[src/rtl/sreg_pkg.sv]
package sreg_pkg;
  // Field positions inside the status word.
  localparam int BUSY_BIT = 0;
  localparam int WEL_BIT  = 1;
  localparam int NV_LSB   = 2;

  // Pin protection is active only when the enable bit is set.
  function automatic logic wp_blocks(input logic prot_en, input logic pin_n);
    return prot_en & ~pin_n;
  endfunction

  // Next value of a down counter that stops at zero.
  function automatic int unsigned cnt_next(input int unsigned cur);
    return (cur == 0) ? 0 : cur - 1;
  endfunction
endpackage

[src/rtl/sreg_edge.sv]
module sreg_edge (
  input  logic clk,
  input  logic rst_n,
  input  logic cs_n,
  output logic cs_rise
);
  logic cs_q;

  always_ff @(posedge clk or negedge rst_n) begin
    if (!rst_n) cs_q <= 1'b1;
    else        cs_q <= cs_n;
  end

  assign cs_rise = cs_n & ~cs_q;
endmodule

[src/rtl/sreg_capture.sv]
module sreg_capture #(
  parameter int NV_W = 6
) (
  input  logic            clk,
  input  logic            rst_n,
  input  logic            cs_n,
  input  logic            cs_rise,
  input  logic            busy,
  input  logic            sw_req,
  input  logic [NV_W-1:0] sw_data,
  input  logic            seq_ok,
  output logic            pend_sw,
  output logic [NV_W-1:0] pend_data,
  output logic            pend_seq
);
  logic open_win;
  assign open_win = ~cs_n & ~busy;

  always_ff @(posedge clk or negedge rst_n) begin
    if (!rst_n) begin
      pend_sw   <= 1'b0;
      pend_seq  <= 1'b0;
      pend_data <= '0;
    end else if (cs_rise) begin
      pend_sw  <= 1'b0;
      pend_seq <= 1'b0;
    end else if (open_win) begin
      if (sw_req) begin
        pend_sw   <= 1'b1;
        pend_data <= sw_data;
      end
      if (seq_ok) pend_seq <= 1'b1;
    end
  end
endmodule

[src/rtl/sreg_timer.sv]
module sreg_timer #(
  parameter int WR_CYCLES = 16
) (
  input  logic clk,
  input  logic rst_n,
  input  logic start,
  output logic busy,
  output logic done
);
  localparam int CW = (WR_CYCLES > 2) ? $clog2(WR_CYCLES) : 1;
  localparam logic [CW-1:0] LOAD = CW'(WR_CYCLES - 1);

  logic [CW-1:0] cnt;

  assign done = busy && (cnt == '0);

  always_ff @(posedge clk or negedge rst_n) begin
    if (!rst_n) begin
      busy <= 1'b0;
      cnt  <= '0;
    end else if (start) begin
      busy <= 1'b1;
      cnt  <= LOAD;
    end else if (busy) begin
      if (done) busy <= 1'b0;
      cnt <= CW'(sreg_pkg::cnt_next(int'(cnt)));
    end
  end
endmodule

[src/rtl/sreg_guard.sv]
module sreg_guard #(
  parameter int NV_W      = 6,
  parameter int WR_CYCLES = 16,
  localparam int SR_W     = NV_W + 2
) (
  input  logic            clk,
  input  logic            rst_n,
  input  logic            cs_n,
  input  logic            wp_n,
  input  logic            wren_req,
  input  logic            sw_req,
  input  logic [NV_W-1:0] sw_data,
  input  logic            seq_ok,
  output logic [SR_W-1:0] status,
  output logic            busy,
  output logic            wcyc_start
);
  import sreg_pkg::*;

  logic            cs_rise;
  logic            pend_sw;
  logic            pend_seq;
  logic [NV_W-1:0] pend_data;
  logic            cyc_done;
  logic            wel;
  logic [NV_W-1:0] nv;
  logic            prot_en;

  // Named events for the checker.
  logic            commit;
  logic            sw_go;
  logic            sw_block;

  sreg_edge u_edge (
    .clk     (clk),
    .rst_n   (rst_n),
    .cs_n    (cs_n),
    .cs_rise (cs_rise)
  );

  sreg_capture #(.NV_W(NV_W)) u_cap (
    .clk       (clk),
    .rst_n     (rst_n),
    .cs_n      (cs_n),
    .cs_rise   (cs_rise),
    .busy      (busy),
    .sw_req    (sw_req),
    .sw_data   (sw_data),
    .seq_ok    (seq_ok),
    .pend_sw   (pend_sw),
    .pend_data (pend_data),
    .pend_seq  (pend_seq)
  );

  assign prot_en  = nv[NV_W-1];
  assign sw_block = cs_rise & ~busy & pend_sw & wp_blocks(prot_en, wp_n);
  assign sw_go    = cs_rise & ~busy & pend_sw & wel & ~wp_blocks(prot_en, wp_n);
  assign commit   = sw_go | (cs_rise & ~busy & pend_seq);

  sreg_timer #(.WR_CYCLES(WR_CYCLES)) u_tmr (
    .clk   (clk),
    .rst_n (rst_n),
    .start (commit),
    .busy  (busy),
    .done  (cyc_done)
  );

  always_ff @(posedge clk or negedge rst_n) begin
    if (!rst_n) begin
      wel        <= 1'b0;
      nv         <= '0;
      wcyc_start <= 1'b0;
    end else begin
      wcyc_start <= commit;
      if (cyc_done)                       wel <= 1'b0;
      else if (wren_req && !cs_n && !busy) wel <= 1'b1;
      if (sw_go) nv <= pend_data;
    end
  end

  always_comb begin
    status           = '0;
    status[BUSY_BIT] = busy;
    status[WEL_BIT]  = wel;
    status[NV_LSB +: NV_W] = nv;
  end
endmodule

[config.mk]
export PLATFORM = sky130hd
export DESIGN_NAME = sreg_guard
export DESIGN_NICKNAME = d
export VERILOG_FILES = /design/src/rtl/sreg_pkg.sv /design/src/rtl/sreg_edge.sv /design/src/rtl/sreg_capture.sv /design/src/rtl/sreg_timer.sv /design/src/rtl/sreg_guard.sv
export SDC_FILE = /design/constraint.sdc
export NUM_CORES = 1
export LEC_CHECK = 0
export CORE_MARGIN = 10
export CORE_UTILIZATION = 45
export CTS_CLUSTER_SIZE = 28
export DETAILED_ROUTE_END_ITERATION = 7
export GPL_TIMING_DRIVEN = 0
export PLACE_DENSITY = 0.74
export REMOVE_ABC_BUFFERS = 1
export SYNTH_ARGS = -nofsm -noshare
export SYNTH_HDL_FRONTEND = slang
export SYNTH_SLANG_ARGS = --single-unit
[constraint.sdc]
create_clock -name clk -period 2.5 [get_ports clk]
set_clock_uncertainty 0.1 [all_clocks]
set_input_delay 0.25 -clock clk [delete_from_list [all_inputs] [get_ports clk]]
set_output_delay 0.25 -clock clk [all_outputs]
set_load 0.01 [all_outputs]
==> impl_metrics.csv, run 1 <==
group,metric,value,unit
outcome,outcome,"complete, no violations",
drt,antenna_left,0,
cells_and_area,multi_input_area,323,um^2
cells_and_area,layout.nets,104,
place,dp_hpwl,1.29,mm
cts,clkTransAtPathRegs,0.11,ns
drt,vias,612,
floorplanning,die-area,4210,um^2
place,gp_congestion,0.796,
sta,period_needed,1.97,ns
critical_path,r2r-start,"u_tmr.busy",
power,p_comb_share,37.5,%
floorplanning,io_pins,23,
power,p_int,864,uW
synthesis,yosysSeqAreaShare,60.9,%
synthesis,synth_seq_cells,22,
synthesis,ys_warn_count,0,
drt,firstDrtPassIters,2,
cts,htree_levels,1,
power,swShare,32.3,%
drt,routedWlPerCell,14.2,um
floorplanning,die_y,64.9,um
sta,slew_viol_final,0,
sta,setup_ws,0.526,ns
floorplanning,num_rows,16,
hold_path,min-delay-start,"cs_n",
sta,finalHoldViolations,0,
global_route,antenna_found_initial,0,
sta,setup_viol,0,
place,port_buffers,22,
run,max-cap-violations,0,
power,peakVddDrop,0.000629,V
power,p_leak,0.000480,uW
global_route,grt_max_degree,23,
synthesis,yosysTopAreaCell,"dfrtp_1",
hold_path,worstHoldPathCells,1,
cells_and_area,final_util,59.9,%
cts,cts_setup_buffers,0,
sta,rsz0062_at_grt,"no",
power,clkPwrFrac,12.5,%
cts,clk_path_buf_depth,2,
critical_path,start_kind,"flip-flop",
place,place_ws,0.195,ns
cts,cts_sinks,22,
critical_path,reg2reg_depth,3,
global_route,grt_pass1_wl,2.97,mm
cells_and_area,nFillCells,182,
synthesis,synth_area,906,um^2
synthesis,synth_area_leaders,"dfrtp_1 (58%), mux2_2 (15%), dfstp_2 (2.9%)",
floorplanning,start_util,46.6,%
sta,finalCritPeriodShare,78.9,%
hold_path,worst_hold_path.endpoint,"u_edge.cs_q",
critical_path,cp-end-kind,"flip-flop",
cts,cts_buffers,3,
drt,viasPerCell,5.23,
critical_path,crit_required,2.59,ns
cts,clk_latency,0.30,ns
drt,drt-total-wl,1.66,mm
sta,slew_headroom,37.8,%
power,pwr-share-seq,50.0,%
place,place_area,1140,um^2
cts,cts_tree,"done",
synthesis,synthCells,68,
cells_and_area,antennaDiodeCount,0,
synthesis,syn_avg_cell_area,13.3,um^2
synthesis,yosys.area.top_type_share,58.0,%
floorplanning,core-area,1940,um^2
hold_path,worstHoldPathType,"in -> reg",
global_route,track_usage,8.83,%
floorplanning,die_w,64.9,um
global_route,gr-total-overflow,0,
cts,hold_buffers,0,
critical_path,r2r-end,"nv[0]",
cells_and_area,drive_above_1_share,18.9,%
sta,worst_pin_slew,0.930,ns
cells_and_area,fin_area,1160,um^2
cells_and_area,register_area,552,um^2
synthesis,ys_types,25,
power,power.switching,412,uW
critical_path,r2r_slack,0.53,ns
cts,post_cts_resized,0,
sta,fmax,0.507,GHz
cts,cts_root_buf,"clkbuf_4",
sta,setup-tns-final,0,ns
power,pwr_density_cell,1100,nW/um^2
drt,drc,0,
critical_path,path_max_fanout,8,
cells_and_area,area_growth,28.3,%
critical_path,crit_arrival,2.07,ns
global_route,grt_pass1_vias,686,
critical_path,crit_type,"reg -> reg",
drt,dr.first_iter.drc_count,5,
-- kinds of logic after synthesis --
group | after synthesis | share of synthesized area (%)
AOI/OAI and AO/OA | 14 | 10.6
buffers and inverters | 6 | 3.45
DFF | 22 | 60.9
muxes | 12 | 14.9
and+or+nand+nor | 14 | 10.1
-- metal layers --
layer	up-vias	wire, um	track usage (%)
met5	-	0	0
met4	0	28	5.08
met3	4	150	4.64
met2	18	770	13.8
met1	302	711	9.35
li1	288	-	-
-- worst max path at each step --
| stage | from | to | slack (ns) |
|---|---|---|---|
| 2_1_floorplan | u_tmr.busy | nv[0] | 0.62 |
| 3_3_place_gp | cs_n | nv[1] | 0.20 |
| 3_5_place_dp | cs_n | nv[0] | 0.19 |
| 4_1_cts | u_tmr.busy | nv[0] | 0.49 |
| 5_1_grt | u_tmr.busy | nv[0] | 0.40 |
| 6_report | u_tmr.busy | nv[0] | 0.53 |
-- stage by stage --
step                hold slack, ns  cells  power (uW)
finish                       0.318    117        1280
global route                 0.323    117        1380
CTS                          0.305    117        1300
detailed placement           0.391    113        1130
global placement             0.382    113        1120
floorplan                   -0.146     64         897
-- cell type report --
cell class,instances,share of cell area (%)
Multi-Input combinational cell,40,27.8
Timing Repair Buffer,22,18.9
Clock buffer,4,2.26
Inverter,2,0.646
Tap cell,27,2.91
Sequential cell,22,47.5
-- cells in the final DEF, fill, tap and decap left out, types with 2 or more instances in the layout --
cell type and n:
inv_1 2, a21oi_1 2, nand2_1 2, mux2_2 12, o221ai_1 3, clkbuf_4 3, o21ai_0 3, clkdlybuf4s50_1 22
nor2_1 3, dfrtp_1 21, nand2b_1 3
-- state kept, by name (all words and copies together) (netlist names) --
signal / cells
u_tmr.busy: 1
u_tmr.cnt: 4
u_cap.pend_data: 6
u_cap.pend_sw: 1
nv: 6
wcyc_start: 1
u_cap.pend_seq: 1
wel: 1
u_edge.cs_q: 1
-- power groups by stage --
stage,logic (uW),registers [uW],clock network (uW)
2_1_floorplan,242,655,0
3_3_place_gp,476,640,0
3_5_place_dp,486,647,0
6_report,478,638,160
5_1_grt,530,669,184
4_1_cts,488,640,170
-- Yosys cell counts, drive strengths merged --
library cell  instances
o41ai                 1
a22o                  1
a21oi                 2
nor2                  3
o31ai                 1
and2                  1
a31oi                 1
nand2                 2
o221ai                3
nor3b                 2
dfstp                 1
buf                   2
dfrtp                21
nor2b                 1
nand2b                3
o21ai                 3
a21o                  1
clkbuf                2
nor4                  1
o22ai                 1
inv                   2
or3b                  1
mux2                 12
-- critical path, cell delays in order, from the launching register on --
cell	delay, ns
dfrtp_1	0.47
or3b_1	0.53
nor3b_4	0.40
mux2_2	0.37
Note: power is estimated with default switching activity, not from simulation.
==> run 2: changes to the inputs <==
--- a/config.mk
+++ b/config.mk
@@ -6,11 +6,11 @@
 export NUM_CORES = 1
 export LEC_CHECK = 0
 export CORE_MARGIN = 10
-export CORE_UTILIZATION = 45
+export CORE_UTILIZATION = 42
 export CTS_CLUSTER_SIZE = 28
 export DETAILED_ROUTE_END_ITERATION = 7
 export GPL_TIMING_DRIVEN = 0
-export PLACE_DENSITY = 0.74
+export PLACE_DENSITY = 0.73
 export REMOVE_ABC_BUFFERS = 1
 export SYNTH_ARGS = -nofsm -noshare
 export SYNTH_HDL_FRONTEND = slang
==> constraint.sdc (replaced) <==
create_clock -name clk -period 1.66 [get_ports clk]
set_clock_uncertainty 0.1 [all_clocks]
set_input_delay 0.166 -clock clk [delete_from_list [all_inputs] [get_ports clk]]
set_output_delay 0.166 -clock clk [all_outputs]
set_load 0.01 [all_outputs]
==> run 2 against run 1 <==
Net effect:
- the run now ends with negative setup slack left
- final cell count grew 2.6%
- worst hold slack lost 0.076 ns
- non-clock buffer count grew 3
- clock-buffer cell count unchanged
- routed wire length grew 15%
- sequential share of layout area fell by 2.6 points
- total power is 63% higher
- die area up 4.9%
- setup slack lost 0.57 ns
- combinational power increased by 73%
- global-route usage increased by 0.18 points
- critical endpoint is now nv[5]
- largest power group unchanged
- highest routed layer unchanged
==> impl_metrics.csv, run 2 (synthesis results as in run 1) <==
group,metric,value,unit
outcome,outcome,"finished, violations left",
outcome,violations,"negative setup slack",
drt,dr.first_iter.drc_count,48,
floorplanning,num_rows,16,
cells_and_area,antennaDiodeCount,0,
cts,clk_latency,0.30,ns
sta,slew_headroom,36.4,%
place,port_buffers,22,
drt,firstDrtPassIters,4,
critical_path,crit_arrival,1.80,ns
cts,cts_buffers,3,
hold_path,worstHoldPathType,"in -> reg",
floorplanning,die_y,66.4,um
place,place_ws,-0.557,ns
drt,viasPerCell,5.09,
floorplanning,die_w,66.4,um
sta,rsz0062_at_grt,"yes",
place,placed_cells,113,
sta,setup_viol,6,
sta,finalCritPeriodShare,102,%
place,dp_hpwl,1.33,mm
global_route,grt_pass1_wl,3.08,mm
power,pwr_density_cell,1680,nW/um^2
sta,finalHoldViolations,0,
sta,fmax,0.588,GHz
floorplanning,start_util,45.3,%
cells_and_area,area_growth,36.0,%
floorplanning,io_pins,23,
power,p_leak,0.000535,uW
global_route,grt_pass1_vias,628,
cells_and_area,layout_common_cells,"clkdlybuf4s50_1 (20), dfrtp_1 (20), mux2_2 (6), mux2_4 (6)",
cells_and_area,reg_top3,"nv x6, u_cap.pend_data x6, u_tmr.cnt x4",
power,peakVddDrop,0.000690,V
drt,routedWlPerCell,16.0,um
cts,clkTransAtPathRegs,0.11,ns
sta,period_needed,1.70,ns
run,max-cap-violations,0,
cells_and_area,final_cells,120,
cells_and_area,layout.nets,107,
floorplanning,core-area,2000,um^2
sta,worst_pin_slew,0.951,ns
drt,vias,611,
floorplanning,die-area,4410,um^2
drt,drt-total-wl,1.92,mm
cells_and_area,drive_above_1_share,25.8,%
sta,whs,0.242,ns
sta,setup-tns-final,-0.204,ns
cells_and_area,register_area,553,um^2
cts,cts_sinks,22,
critical_path,crit_required,1.76,ns
critical_path,start_kind,"flip-flop",
cells_and_area,nFillCells,162,
place,gp_congestion,0.648,
cts,hold_buffers,0,
global_route,antenna_found_initial,0,
cells_and_area,multi_input_area,350,um^2
drt,antenna_left,0,
sta,setup_ws,-0.0405,ns
global_route,track_usage,9.01,%
critical_path,path_max_fanout,6,
critical_path,crit_type,"reg -> reg",
cts,htree_levels,1,
sta,slew_viol_final,0,
drt,drc,0,
power,finalPower,2080,uW
critical_path,cp-end-kind,"flip-flop",
global_route,grt_max_degree,23,
cts,cts_root_buf,"clkbuf_4",
global_route,gr-total-overflow,0,
cts,clk_path_buf_depth,2,
cts,cts_tree,"done",
[run 2: worst paths after layout]
check                                    from     endpoint  slack, ns  depth (start not counted)
max                                u_tmr.busy        nv[5]      -0.04                          4
min                                      cs_n  u_edge.cs_q       0.24                          1
max reg2reg                        u_tmr.busy        nv[5]      -0.04                          4
min reg2reg                u_cap.pend_data[2]        nv[2]       0.42                          1
max in group asynchronous               rst_n   u_tmr.busy       0.54                          1
min in group asynchronous               rst_n        nv[0]       0.29                          1
[run 2: report_power, final]
group / switching [uW] / internal, uW
Sequential: 190 / 776
Combinational: 327 / 502
Clock: 148 / 134
Total: 664 / 1410
[run 2: area by class of cell]
class,instances,area share [%]
clock buffer,4,2.94
tap,27,2.74
multi-input combinational,40,28.4
inverter,2,0.609
sequential,22,44.9
timing repair buffer,25,20.4
[run 2: through the flow]
| stage | area, um^2 | util, % |
|---|---|---|
| after floorplan | 882 | - |
| final | 1230 | 61.6 |
| after global routing | 1230 | 61.6 |
| after detailed placement | 1140 | 56.8 |
| after CTS | 1200 | 60.1 |
| after global placement | 1140 | 56.8 |
[run 2: metal layers]
metal	global-route usage (%)	part of all wire (%)	vias up	routed length, um
met5	0	0	-	0
met4	5.50	1.5	0	28
met3	2.71	6.7	2	128
met2	13.9	48	18	924
met1	10.7	44	294	836
li1	-	-	297	-
[run 2: critical path, stage by stage (launching register included)]
cell and delay (ns):
dfrtp_2 0.42, or3b_4 0.40, nor3b_4 0.21, buf_6 0.17
mux2_4 0.31
[run 2: repair_timing]
action                                  CTS  global route
endpoints found under the setup margin    6            14
setup buffers                             3             0
resized for setup                         4             9
pin swaps                                 2             2
